`src/rtl/wd_pkg.sv`:
```
package wd_pkg;
  typedef enum logic [1:0] {
    REG_TICK = 2'd0,
    REG_LOAD = 2'd1,
    REG_CTRL = 2'd2,
    REG_MASK = 2'd3
  } wd_reg_e;
endpackage

```
`src/rtl/wd_prescaler.sv`:
```
module wd_prescaler #(
  parameter int CYC_W = 16
) (
  input  logic             clk_i,
  input  logic             rst_ni,
  input  logic             en_i,
  input  logic [CYC_W-1:0] cycles_i,
  input  logic             restart_i,
  output logic             tick_o
);
  logic [CYC_W-1:0] phase_q;
  logic             active;
  logic             wrap;

  function automatic logic [CYC_W-1:0] last_phase(logic [CYC_W-1:0] n);
    return n - CYC_W'(1);
  endfunction

  assign active = en_i && (cycles_i != '0);
  assign wrap   = active && (phase_q == last_phase(cycles_i));
  assign tick_o = wrap;

  always_ff @(posedge clk_i or negedge rst_ni) begin
    if (!rst_ni)                 phase_q <= '0;
    else if (restart_i || !active || wrap) phase_q <= '0;
    else                         phase_q <= phase_q + CYC_W'(1);
  end
endmodule

```
`src/rtl/wd_countdown.sv`:
```
module wd_countdown #(
  parameter int CNT_W = 24
) (
  input  logic             clk_i,
  input  logic             rst_ni,
  input  logic             run_i,
  input  logic             tick_i,
  input  logic             load_i,
  input  logic [CNT_W-1:0] load_val_i,
  output logic [CNT_W-1:0] time_o,
  output logic             fire_o
);
  logic [CNT_W-1:0] cnt_q;
  logic             fire_q;
  logic             step;
  logic             expire;

  function automatic logic [CNT_W-1:0] dec_sat(logic [CNT_W-1:0] v);
    return (v == '0) ? '0 : v - CNT_W'(1);
  endfunction

  assign step   = run_i && tick_i && !load_i;
  assign expire = step && (cnt_q == CNT_W'(1));

  always_ff @(posedge clk_i or negedge rst_ni) begin
    if (!rst_ni) begin
      cnt_q  <= '0;
      fire_q <= 1'b0;
    end else begin
      fire_q <= expire;
      if (load_i)    cnt_q <= load_val_i;
      else if (step) cnt_q <= dec_sat(cnt_q);
    end
  end

  assign time_o = cnt_q;
  assign fire_o = fire_q;
endmodule

```
`src/rtl/wd_regs.sv`:
```
module wd_regs
  import wd_pkg::*;
#(
  parameter int DW    = 32,
  parameter int CYC_W = 16,
  parameter int CNT_W = 24,
  parameter int NRST  = 4
) (
  input  logic             clk_i,
  input  logic             rst_ni,
  input  logic             wr_en_i,
  input  logic [1:0]       wr_addr_i,
  input  logic [DW-1:0]    wr_data_i,
  input  logic [1:0]       rd_addr_i,
  output logic [DW-1:0]    rd_data_o,
  input  logic [CNT_W-1:0] time_i,
  output logic [CYC_W-1:0] cycles_o,
  output logic             tick_en_o,
  output logic             cfg_wr_o,
  output logic             load_o,
  output logic             run_o,
  output logic [NRST-1:0]  mask_o
);
  logic [CYC_W-1:0] cyc_q;
  logic             ten_q;
  logic             run_q;
  logic [NRST-1:0]  mask_q;
  logic             wr_ctrl;
  logic             wr_mask;

  assign cfg_wr_o = wr_en_i && (wr_addr_i == REG_TICK);
  assign load_o   = wr_en_i && (wr_addr_i == REG_LOAD);
  assign wr_ctrl  = wr_en_i && (wr_addr_i == REG_CTRL);
  assign wr_mask  = wr_en_i && (wr_addr_i == REG_MASK);

  always_ff @(posedge clk_i or negedge rst_ni) begin
    if (!rst_ni) begin
      cyc_q  <= '0;
      ten_q  <= 1'b0;
      run_q  <= 1'b0;
      mask_q <= '0;
    end else begin
      if (cfg_wr_o) begin
        cyc_q <= wr_data_i[CYC_W-1:0];
        ten_q <= wr_data_i[CYC_W];
      end
      if (wr_ctrl) run_q  <= wr_data_i[DW-1];
      if (wr_mask) mask_q <= wr_data_i[NRST-1:0];
    end
  end

  always_comb begin
    rd_data_o = '0;
    unique case (wd_reg_e'(rd_addr_i))
      REG_TICK: begin
        rd_data_o[CYC_W-1:0] = cyc_q;
        rd_data_o[CYC_W]     = ten_q;
      end
      REG_LOAD: rd_data_o = '0;
      REG_CTRL: begin
        rd_data_o[CNT_W-1:0] = time_i;
        rd_data_o[DW-1]      = run_q;
      end
      REG_MASK: rd_data_o[NRST-1:0] = mask_q;
      default:  rd_data_o = '0;
    endcase
  end

  assign cycles_o  = cyc_q;
  assign tick_en_o = ten_q;
  assign run_o     = run_q;
  assign mask_o    = mask_q;
endmodule

```
`src/rtl/wdog_tick_unit.sv`:
```
module wdog_tick_unit #(
  parameter int DW    = 32,
  parameter int CYC_W = 16,
  parameter int CNT_W = 24,
  parameter int NRST  = 4
) (
  input  logic            clk_i,
  input  logic            rst_ni,
  input  logic            wr_en_i,
  input  logic [1:0]      wr_addr_i,
  input  logic [DW-1:0]   wr_data_i,
  input  logic [1:0]      rd_addr_i,
  output logic [DW-1:0]   rd_data_o,
  output logic            tick_o,
  output logic [NRST-1:0] rst_req_o
);
  logic [CYC_W-1:0] cyc_w;
  logic             tick_en_w;
  logic             cfg_wr_w;
  logic             load_w;
  logic             run_w;
  logic [NRST-1:0]  mask_w;
  logic [CNT_W-1:0] time_w;
  logic             tick_w;
  logic             fire_w;

  wd_regs #(.DW(DW), .CYC_W(CYC_W), .CNT_W(CNT_W), .NRST(NRST)) u_regs (
    .clk_i(clk_i), .rst_ni(rst_ni),
    .wr_en_i(wr_en_i), .wr_addr_i(wr_addr_i), .wr_data_i(wr_data_i),
    .rd_addr_i(rd_addr_i), .rd_data_o(rd_data_o), .time_i(time_w),
    .cycles_o(cyc_w), .tick_en_o(tick_en_w), .cfg_wr_o(cfg_wr_w),
    .load_o(load_w), .run_o(run_w), .mask_o(mask_w)
  );

  wd_prescaler #(.CYC_W(CYC_W)) u_presc (
    .clk_i(clk_i), .rst_ni(rst_ni), .en_i(tick_en_w),
    .cycles_i(cyc_w), .restart_i(cfg_wr_w), .tick_o(tick_w)
  );

  wd_countdown #(.CNT_W(CNT_W)) u_cnt (
    .clk_i(clk_i), .rst_ni(rst_ni), .run_i(run_w), .tick_i(tick_w),
    .load_i(load_w), .load_val_i(wr_data_i[CNT_W-1:0]),
    .time_o(time_w), .fire_o(fire_w)
  );

  for (genvar g = 0; g < NRST; g++) begin : g_req
    assign rst_req_o[g] = fire_w && mask_w[g];
  end

  assign tick_o = tick_w;
endmodule

```
`config.mk`:
```
export PLATFORM = sky130hd
export DESIGN_NAME = wdog_tick_unit
export DESIGN_NICKNAME = d
export VERILOG_FILES = /design/src/rtl/wd_pkg.sv /design/src/rtl/wd_prescaler.sv /design/src/rtl/wd_countdown.sv /design/src/rtl/wd_regs.sv /design/src/rtl/wdog_tick_unit.sv
export SDC_FILE = /design/constraint.sdc
export NUM_CORES = 1
export LEC_CHECK = 0
export ABC_CLOCK_PERIOD_IN_PS = 2800
export BUFFER_PORTS_ARGS = -buffer_cell sky130_fd_sc_hd__buf_4
export CAP_MARGIN = 10
export CORE_MARGIN = 2
export CORE_UTILIZATION = 45
export CTS_BUF_LIST = sky130_fd_sc_hd__clkbuf_4
export CTS_CLUSTER_DIAMETER = 200
export DETAILED_ROUTE_END_ITERATION = 8
export GPL_ROUTABILITY_DRIVEN = 0
export MAX_ROUTING_LAYER = met4
export PLACE_DENSITY = 0.69
export SLEW_MARGIN = 20
export SYNTH_ARGS = -nofsm -noshare
export SYNTH_HDL_FRONTEND = slang
export SYNTH_SLANG_ARGS = --single-unit
```
`constraint.sdc`:
```
create_clock -name clk_i -period 2.8 [get_ports clk_i]
set_clock_uncertainty 0.05 [all_clocks]
set_input_delay 0.28 -clock clk_i [delete_from_list [all_inputs] [get_ports clk_i]]
set_output_delay 0.28 -clock clk_i [all_outputs]
set_load 0.01 [all_outputs]
```
== Word level (Yosys, flattened, before mapping) ==
Index checks and enable logic that the tools add are counted.

* Output and inout port bits: 37
* Bits of input ports: 39
* Logic and storage cells: 48
* Flip-flop bits (word level): 63

* Mux-type cells: 8
* Add/sub/neg operators: 3
* Equality and inequality tests: 8
* Reduce and logical (&&, ||, !) cells: 22

{| class="wikitable"
|+ Operators by type and width
! cell !! count
|-
| 24-bit 2-to-1 mux || 3
|-
| 13-bit one-hot mux with 2 select lines || 1
|-
| 24-bit by 1-bit equality test with 1-bit output (second input constant) || 1
|-
| 24-bit zero test || 1
|-
| 24-bit by 1-bit subtractor with 24-bit output (second input constant) || 1
|-
| 16-bit by 1-bit adder with 16-bit output (second input constant) || 1
|-
| 16-bit equality test || 1
|-
| 16-bit 2-to-1 mux || 1
|-
| 4-bit one-hot mux with 4 select lines || 1
|-
| 16-bit nonzero test || 1
|-
| 16-bit by 1-bit subtractor with 16-bit output (second input constant) || 1
|-
| 1-bit logical AND || 13
|-
| 2-bit equality test (second input constant) || 4
|-
| 7-bit 2-to-1 mux || 1
|-
| 2-bit by 1-bit equality test with 1-bit output (second input constant) || 2
|-
| 2-bit zero test || 2
|-
| 1-bit zero test || 2
|-
| 1-bit logical OR || 2
|-
| 2-bit nonzero test || 1
|-
| 1-bit 2-to-1 mux || 1
|}

== Logic depth before layout (Yosys ltp) ==
Gate-level depths: netlist (run 1).

* Depth in word-level cells: 7
* Depth in mapped cells: 12
* Mapped depth without buffers: 9

== Modules after synthesis ==
Synthesis (run 1) repeated with hierarchy kept, for this count alone.

* Cell total of the unflattened synthesis: 473
* Area, all modules: 4419.2 µm²

{| class="wikitable"
|+ Modules (own cells, without submodules)
! module !! instances !! cells an instance !! area an instance (µm²) !! sequential area each (µm²)
|-
| wd_countdown || 1 || 176 || 1552.7 || 625.6
|-
| wd_prescaler || 1 || 184 || 1551.5 || 400.4
|-
| wd_regs || 1 || 109 || 1290.0 || 550.5
|-
| wdog_tick_unit || 1 || 4 || 25.0 || 0.0
|}

== Least setup slack after synthesis (run 1) ==
Ideal clock, no wire load.

* Kind: register to register
* Start: reg u_regs.cyc_q[0] (netlist: u_regs.cycles_o[0])
* End: reg u_cnt.cnt_q[6] (netlist: u_cnt.time_o[6])
* Path buffers: 3
* Slack: 72 ps
* Data arrival time: 2543 ps
* Library setup time: 135 ps
* Data required time: 2615 ps
* Stages on the path, launching flop included: 13
* Clock period less this slack: 2728 ps
* Cells stage by stage: dfrtp_1 > clkbuf_1 > inv_1 > ha_1 > nor4b_4 > nand4_1 > and4b_1 > a211oi_2 > nand4_2 > buf_2 > buf_2 > o41ai_2 > o31ai_2

* Longest elaborated chain between the ends: 6
* Elaborated cells between the ends (all ways): 8
* Those cells by class: 1 x add/sub; 1 x eq/ne; 6 x reduce/logical

{| class="wikitable"
|+ Ends and longest elaborated chain
! element !! RTL line !! RTL
|-
| from (decl) || wd_regs.sv:24 || <nowiki>logic [CYC_W-1:0] cyc_q;</nowiki>
|-
| from (signal assigned) || wd_regs.sv:44 || <nowiki>cyc_q <= wr_data_i[CYC_W-1:0];</nowiki>
|-
| 16-bit by 1-bit subtractor with 16-bit output or 16-bit nonzero test (tied branches) || wd_prescaler.sv:16, wd_prescaler.sv:19 ||
|-
| 16-bit equality test or 1-bit logical AND (tied branches) || wd_prescaler.sv:20, wd_prescaler.sv:19 ||
|-
| 1-bit logical AND * || wd_prescaler.sv:20 || <nowiki>assign wrap = active && (phase_q == last_phase(cycles_i));</nowiki>
|-
| 1-bit logical AND * (2 in a row) || wd_countdown.sv:22 || <nowiki>assign step = run_i && tick_i && !load_i;</nowiki>
|-
| 2-bit nonzero test (no line) * || n/a ||
|-
| to (signal assigned) || wd_countdown.sv:31 || <nowiki>if (load_i) cnt_q <= load_val_i;</nowiki>
|-
| to (signal assigned) || wd_countdown.sv:32 || <nowiki>else if (step) cnt_q <= dec_sat(cnt_q);</nowiki>
|-
| to (decl) || wd_countdown.sv:13 || <nowiki>logic [CNT_W-1:0] cnt_q;</nowiki>
|}

Mark *: on every way between the ends. The rest lies on a longest branch, timed or not.
A chain may end at the register's enable or synchronous reset.

== Worst setup path after layout (run 1) ==
* Start: reg u_regs.cyc_q[0] (netlist: u_regs.cycles_o[0])
* End: out tick_o

* Longest elaborated chain between the ends: 3
* Elaborated cells between the ends (all ways): 5
* Those cells by class: 1 x add/sub; 1 x eq/ne; 3 x reduce/logical

{| class="wikitable"
|+ Ends and longest elaborated chain
! element !! RTL line !! RTL
|-
| 16-bit by 1-bit subtractor with 16-bit output or 16-bit nonzero test (tied branches) || wd_prescaler.sv:16, wd_prescaler.sv:19 ||
|-
| 16-bit equality test or 1-bit logical AND (tied branches) || wd_prescaler.sv:20, wd_prescaler.sv:19 ||
|-
| 1-bit logical AND * || wd_prescaler.sv:20 ||
|-
| to (decl) || wdog_tick_unit.sv:14 || <nowiki>output logic tick_o,</nowiki>
|}

Marked as above.

==> results of run 1 <==
[synth_stat cells (3+ instances only)]
cell type | count | area [um2]
nand4_1 | 13 | 81.3
buf_2 | 12 | 60.1
o31ai_1 | 3 | 22.5
or4_1 | 6 | 45.0
nor4_1 | 10 | 62.6
and4_1 | 5 | 43.8
a22o_1 | 4 | 35.0
or3_1 | 7 | 43.8
buf_4 | 7 | 52.6
nand3_1 | 27 | 135
o211ai_1 | 3 | 22.5
a21oi_1 | 13 | 65.1
xor2_1 | 18 | 158
nand2_1 | 44 | 165
inv_1 | 8 | 30.0
nand3b_1 | 3 | 22.5
nor2_1 | 62 | 233
and2_1 | 18 | 113
mux2_2 | 22 | 248
clkbuf_1 | 14 | 52.6
nor3_2 | 3 | 30.0
nor2b_1 | 3 | 18.8
ha_1 | 5 | 62.6
and3_1 | 8 | 50.1
buf_1 | 4 | 15.0
nor3b_1 | 3 | 22.5
a41oi_1 | 3 | 26.3
xnor2_1 | 15 | 131
a31oi_1 | 7 | 43.8
dfrtp_1 | 63 | 1580
nor3_1 | 17 | 85.1
or2_1 | 3 | 18.8
mux2i_1 | 16 | 160
o21ai_0 | 8 | 40.0
[power by group through the flow]
stage               logic (mW)  registers, mW  clock network (mW)
floorplan                0.511           1.13                   0
global placement         0.721           1.19                   0
detailed placement       0.738           1.20                   0
CTS                      0.784           1.20               0.653
global route             0.892           1.22               0.703
finish                   0.821           1.21               0.637
[kinds of logic (layout without fill, tap and decap cells)]
| group | after synthesis | after routing | share of synthesized area |
|---|---|---|---|
| adder cells (fa/ha/maj) | 5 | 5 | 0.0143 |
| multiplexers | 39 | 39 | 0.0959 |
| flip-flops | 63 | 63 | 0.361 |
| other | 1 | 7 | 0.000858 |
| XOR/XNOR | 33 | 33 | 0.0661 |
| buffers and inverters | 45 | 126 | 0.0481 |
| AO/OA/AOI/OAI | 66 | 66 | 0.111 |
| AND/OR/NAND/NOR | 247 | 247 | 0.303 |
[state kept, by name, indices dropped and copies added (netlist names)]
register          flops
u_presc.phase_q      16
u_cnt.time_o         24
u_regs.cycles_o      16
u_regs.run_o          1
u_cnt.fire_o          1
u_regs.mask_o         4
u_regs.tick_en_o      1
[worst max-delay path: cells and delay by family, from the launching register on]
family | cells | cell delay, ns
buf+inv | 3 | 0.29
fa+ha+maj | 1 | 0.21
simple gates | 5 | 1.14
compound gates | 1 | 0.13
flops | 1 | 0.37
[path summary, 6_finish.rpt]
| path | from | endpoint | slack, ns | cells after the start |
|---|---|---|---|---|
| setup / recovery | u_regs.cycles_o[0]$_DFFE_PN0P_ | tick_o | -0.07 | 10 |
| max in group asynchronous | rst_ni | u_regs.cycles_o[5]$_DFFE_PN0P_ | 1.67 | 2 |
| hold / removal | wr_data_i[31] | u_regs.run_o$_DFFE_PN0P_ | 0.04 | 2 |
| min in group asynchronous | rst_ni | u_cnt.time_o[22]$_DFFE_PN0P_ | 0.43 | 2 |
| setup reg to reg | u_regs.cycles_o[0]$_DFFE_PN0P_ | u_cnt.time_o[9]$_DFFE_PN0P_ | 0.08 | 10 |
| hold reg to reg | u_regs.mask_o[2]$_DFFE_PN0P_ | u_regs.mask_o[2]$_DFFE_PN0P_ | 0.49 | 1 |
[timing repair]
action / 4_1_cts / 5_1_grt
resized for setup: 17 / 11
pin swaps: 4 / 1
setup endpoints to repair: 8 / 16
buffers inserted: 7 / 1
endpoints found under the hold margin: 64 / 0
hold buffers: 2 / 0
[cell type report]
type,count,area share
multi-input combinational,397,0.504
clock buffer,12,0.0166
timing repair buffer,102,0.145
sequential,63,0.290
tap,129,0.0297
inverter,8,0.00553
clock inverter,4,0.00852
[stage by stage]
stage | utilization | instances
final | 0.582 | 715
after global placement | 0.545 | 689
after detailed placement | 0.545 | 689
after global routing | 0.582 | 715
after CTS | 0.575 | 714
after floorplan | - | 505
[per-layer routing]
| metal | track usage | vias up | part of all wire | wire (um) |
|---|---|---|---|---|
| li1 | - | 1953 | - | - |
| met5 | - | - | 0 | 0 |
| met1 | 0.322 | 2003 | 0.44 | 5500 |
| met3 | 0.0339 | 36 | 0.051 | 634 |
| met4 | 0.119 | 0 | 0.032 | 406 |
| met2 | 0.395 | 147 | 0.48 | 5990 |
==> qor.csv, run 1 <==
stage,metric,value,unit
clocking,# clock sinks,63,
synthesis,fraction of registers with async set or reset after synthesis,1.00,
power_and_ir_drop,Cell Int Power,1.72,mW
floorplan,Core Area,9330,um2
critical_path,critical setup path kind,reg -> out,
critical_path,CP max stage delay,0.37,ns
floorplan,Initial Util,0.469,
critical_path,Worst Setup End Kind,output pin,
clocking,CTS buffer count,9,
sta,worst hold slack,0.0437,ns
floorplan,Ports,76,
power_and_ir_drop,combinational power share,0.308,
detailed_routing,Via density,5.79,
power_and_ir_drop,VDD IR max,279,uV
cells_and_area,multi-input logic area,2740,um2
global_routing,"Remaining Overflow, GRT",0,
cells_and_area,Reg area,1580,um2
synthesis,Syn Inst Count,499,
synthesis,Yosys Warn Count,0,
synthesis,"flops & latches, synth",63,
sta,Slew @ Worst Pin,0.826,ns
sta,RSZ-0062 raised after global routing,true,
synthesis,average cell area after synthesis,8.76,um2
detailed_routing,Post-DRT Antenna Nets,0,
clocking,CTS tree,done,
power_and_ir_drop,power density over the cells,490,nW/um2
power_and_ir_drop,Clk network pwr share,0.239,
outcome,violated checks,setup timing,
sta,# setup viols final,1,
sta,max-slew violations,0,
synthesis,Post-synth EDFFs,0,
synthesis,number of library cell types mapped by synthesis,66,
job,Maximum Capacitance Violations,0,
critical_path,crit path launch type,flip-flop,
detailed_routing,WL per Instance,17.5,um
power_and_ir_drop,Net Switching,942,uW
critical_path,Critical Path RT,2.47,ns
worst_hold_path,Min-Delay Path Class,in -> reg,
outcome,outcome,"finished, violations left",
cells_and_area,n_diodes,0,
power_and_ir_drop,Sw Share,0.354,
cells_and_area,fin nets,625,
detailed_routing,drt initial violations,279,
floorplan,Core Rows,35,
cells_and_area,area delta synth->final,24.2,%
critical_path,crit path max-delay cell type,dfrtp_1,
sta,minimum clock period,2.87,ns
sta,final worst slack,-0.0668,ns
cells_and_area,"commonest non-fill, non-tap cell in the layout",buf_4,
cells_and_area,"commonest cells after routing, fill and taps aside","98 x buf_4, 62 x nor2_1, 62 x dfrtp_1",
place,DP Area,5080,um2
clocking,clock buffer depth,2,
global_routing,vias in the first global route,3950,
detailed_routing,DR vias,4139,
sta,setup_tns,-0.0668,ns
sta,Hold Fails Final Rpt,0,
cells_and_area,layout cells sized above 1,0.292,
power_and_ir_drop,total power draw,2.66,mW
global_routing,largest net degree at the start of global routing,64,
critical_path,crit-path cells,inv_2 > buf_4 > ha_1 > nor3b_1 > a21oi_1 > and2b_1 > nor3_1 > and4_4 > and2_4 > buf_6,
clocking,root buffer cell,clkbuf_4,
critical_path,"Max FO, Critical Path",6,
power_and_ir_drop,share of power burned in registers,0.452,
clocking,"Clk Latency, worst-skew pair",0.41,ns
sta,final period utilization,1.02,
global_routing,gr usage total,0.252,
critical_path,Worst EP arrival,2.54,ns
cells_and_area,filler cell count,834,
detailed_routing,drt pass-1 iters,4,
place,Post-Place Worst Slack,-0.0452,ns
clocking,H-tree depth,3,
detailed_routing,Total Wirelength,12.5,mm
global_routing,first-pass GRT wire length,19.9,mm
synthesis,top_reg_cell synth,dfrtp_1,
synthesis,post-synthesis cell area,4370,um2
place,detailed placer's ending HPWL,9.03,mm
sta,fmax,349,MHz
floorplan,die area,10500,um2
global_routing,initial antenna violation count,0,
synthesis,post-synthesis sequential area ratio,0.361,
detailed_routing,DRC viols,0,
floorplan,die height,103,um
place,Buffers on Ports,61,
sta,Rel. slew slack,0.449,
floorplan,die width,103,um
cells_and_area,"Design Area, Final",5430,um2
clocking,clk slew on worst S/H paths,0.12,ns
power_and_ir_drop,Leak,2.33,nW
Note: power is estimated with default switching activity, not from simulation.
==> run 2, diff against run 1 <==
Settings changed: CTS_BUF_LIST sky130_fd_sc_hd__clkbuf_4 to sky130_fd_sc_hd__clkbuf_16, CTS_CLUSTER_DIAMETER 200 to 30.
==> qor.csv, run 2 (synthesized netlist as in run 1, its figures left out) <==
stage,metric,value,unit,change
critical_path,Worst Setup End Kind,output pin,,
cells_and_area,"commonest non-fill, non-tap cell in the layout",buf_4,,
detailed_routing,met3 WL,675,um,+6.5%
critical_path,CP max stage delay,0.47,ns,+0.10 ns
sta,minimum clock period,2.83,ns,-0.0394 ns
sta,# setup viols final,1,,unchanged
critical_path,Crit path max-delay family,simple AND/OR/NAND/NOR gates,,
sta,worst hold slack,-0.00691,ns,-0.0506 ns
critical_path,crit path launch type,flip-flop,,
clocking,clk slew on worst S/H paths,0.06,ns,-0.06 ns
detailed_routing,met2 WL post-DR,6.18,mm,+3.3%
power_and_ir_drop,VDD IR max,321,uV,+15%
floorplan,Ports,76,,unchanged
place,Buffers on Ports,61,,unchanged
place,Post-Place Worst Slack,-0.0452,ns,unchanged
floorplan,die height,103,um,unchanged
critical_path,crit path max-delay cell type,dfrtp_1,,
global_routing,initial antenna violation count,0,,unchanged
cells_and_area,layout cells sized above 1,0.284,,-0.00830
cells_and_area,fin nets,621,,-0.64%
detailed_routing,DR vias,4130,,-0.22%
sta,setup_tns,-0.0275,ns,+0.0394 ns
global_routing,first-pass GRT wire length,19.9,mm,about the same
sta,max-slew violations,0,,unchanged
clocking,H-tree depth,3,,unchanged
detailed_routing,DRT met1 WL,5.37,mm,-2.4%
clocking,root buffer cell,clkbuf_16,,
cells_and_area,"commonest cells after routing, fill and taps aside","95 x buf_4, 62 x dfrtp_1, 61 x nor2_1",,
job,Maximum Capacitance Violations,0,,unchanged
detailed_routing,drt pass-1 iters,5,,+1
clocking,clock buffer depth,2,,unchanged
cells_and_area,"non-filler cells, final",711,,-0.56%
sta,final worst slack,-0.0275,ns,+0.0394 ns
clocking,CTS buffer count,9,,unchanged
critical_path,crit-path cells,nor4b_4 > buf_4 > and2b_1 > xnor2_1 > nor3_1 > and4_4 > and2_4 > buf_6,,
place,detailed placer's ending HPWL,9.03,mm,unchanged
detailed_routing,Post-DRT Antenna Nets,0,,unchanged
critical_path,"Max FO, Critical Path",6,,unchanged
global_routing,vias in the first global route,3946,,-0.10%
outcome,outcome,"finished, violations left",,
floorplan,die width,103,um,unchanged
sta,RSZ-0062 raised after global routing,true,,
sta,fmax,354,MHz,+1.4%
clocking,Hold Buf Count CTS,0,,-2
global_routing,gr usage total,0.254,,+0.00232
critical_path,CP bufs+invs,2,,-1
power_and_ir_drop,Leak,2.38,nW,+2.2%
power_and_ir_drop,power density over the cells,557,nW/um2,+14%
clocking,"Clk Latency, worst-skew pair",0.33,ns,-0.08 ns
critical_path,Critical Path RT,2.47,ns,about the same
cells_and_area,n_diodes,0,,unchanged
sta,Hold Fails Final Rpt,12,,+12
cells_and_area,area delta synth->final,26.4,%,
floorplan,Core Rows,35,,unchanged
detailed_routing,drt initial violations,297,,+6.5%
sta,final period utilization,1.01,,-0.0141
detailed_routing,WL per Instance,17.7,um,+1.1%
detailed_routing,Via density,5.81,,+0.34%
worst_hold_path,Min-Delay Path Class,in -> async,,
sta,Rel. slew slack,0.456,,+0.00648
floorplan,Core Area,9330,um2,unchanged
sta,Slew @ Worst Pin,0.816,ns,-0.00972 ns
outcome,violated checks,"hold timing, setup timing",,
clocking,# clock sinks,63,,unchanged
critical_path,Worst EP arrival,2.50,ns,-0.04 ns
place,DP Area,5080,um2,unchanged
detailed_routing,DRC viols,0,,unchanged
floorplan,die area,10500,um2,unchanged
clocking,CTS tree,done,,
global_routing,largest net degree at the start of global routing,64,,unchanged
detailed_routing,Total Wirelength,12.6,mm,+0.53%
detailed_routing,uppermost routed layer,met4,,
global_routing,"Remaining Overflow, GRT",0,,unchanged
power_and_ir_drop,total power draw,3.08,mW,+16%
cells_and_area,"Design Area, Final",5530,um2,+1.8%
cells_and_area,max FFs per register,24,,unchanged
floorplan,Initial Util,0.469,,unchanged
cells_and_area,Final Util,0.593,,+0.0103
place,placed cell count,689,,unchanged
critical_path,critical setup path kind,reg -> out,,
cells_and_area,filler cell count,815,,-2.3%
run 2: cell count changes in the layout (fill, tap and decap cells not counted), sizes merged:
cell,before,now
inv,8,11
clkbuf,12,9
dlygate4sd3,2,0
buf,100,98
run 2: power breakdown:
| group | total, mW | internal [mW] | leakage, nW | switching [mW] |
|---|---|---|---|---|
| Sequential | 1.20 | 1.02 | 0.766 | 0.179 |
| Clock | 1.07 | 0.674 | 0.147 | 0.396 |
| Combinational | 0.805 | 0.391 | 1.47 | 0.414 |
| Total | 3.08 | 2.09 | 2.38 | 0.990 |
run 2: worst paths after layout:
path                       depth (start not counted)  slack, ns                           start                        endpoint
setup / recovery                                   8      -0.03  u_regs.cycles_o[4]$_DFFE_PN0P_                          tick_o
hold / removal                                     1     -0.007                          rst_ni    u_cnt.time_o[23]$_DFFE_PN0P_
setup reg to reg                                   8       0.02  u_regs.cycles_o[4]$_DFFE_PN0P_     u_cnt.time_o[9]$_DFFE_PN0P_
hold reg to reg                                    1       0.48    u_regs.mask_o[2]$_DFFE_PN0P_    u_regs.mask_o[2]$_DFFE_PN0P_
max in group asynchronous                          1       2.12                          rst_ni  u_regs.cycles_o[5]$_DFFE_PN0P_
min in group clk_i                                 3       0.11                   wr_data_i[23]    u_cnt.time_o[23]$_DFFE_PN0P_
run 2: repair_timing:
action                     4_1_cts  5_1_grt
buffers inserted                 6        0
pin swaps                        2        1
resized for setup                8       19
setup endpoints to repair        9       15
run 2: layout make-up:
cell class	count	area (um2)	share of cell area
inverter	8	30.0	0.00543
multi-input combinational	397	2720	0.492
sequential	63	1580	0.285
clock buffer	9	225	0.0407
clock inverter	7	57.6	0.0104
timing repair buffer	98	756	0.137
tap	129	161	0.0292
run 2: layer usage:
metal  track usage  vias to the layer above
met5             -                        -
met4         0.120                        0
met3        0.0454                       36
met2         0.394                      138
met1         0.322                     2013
li1              -                     1943
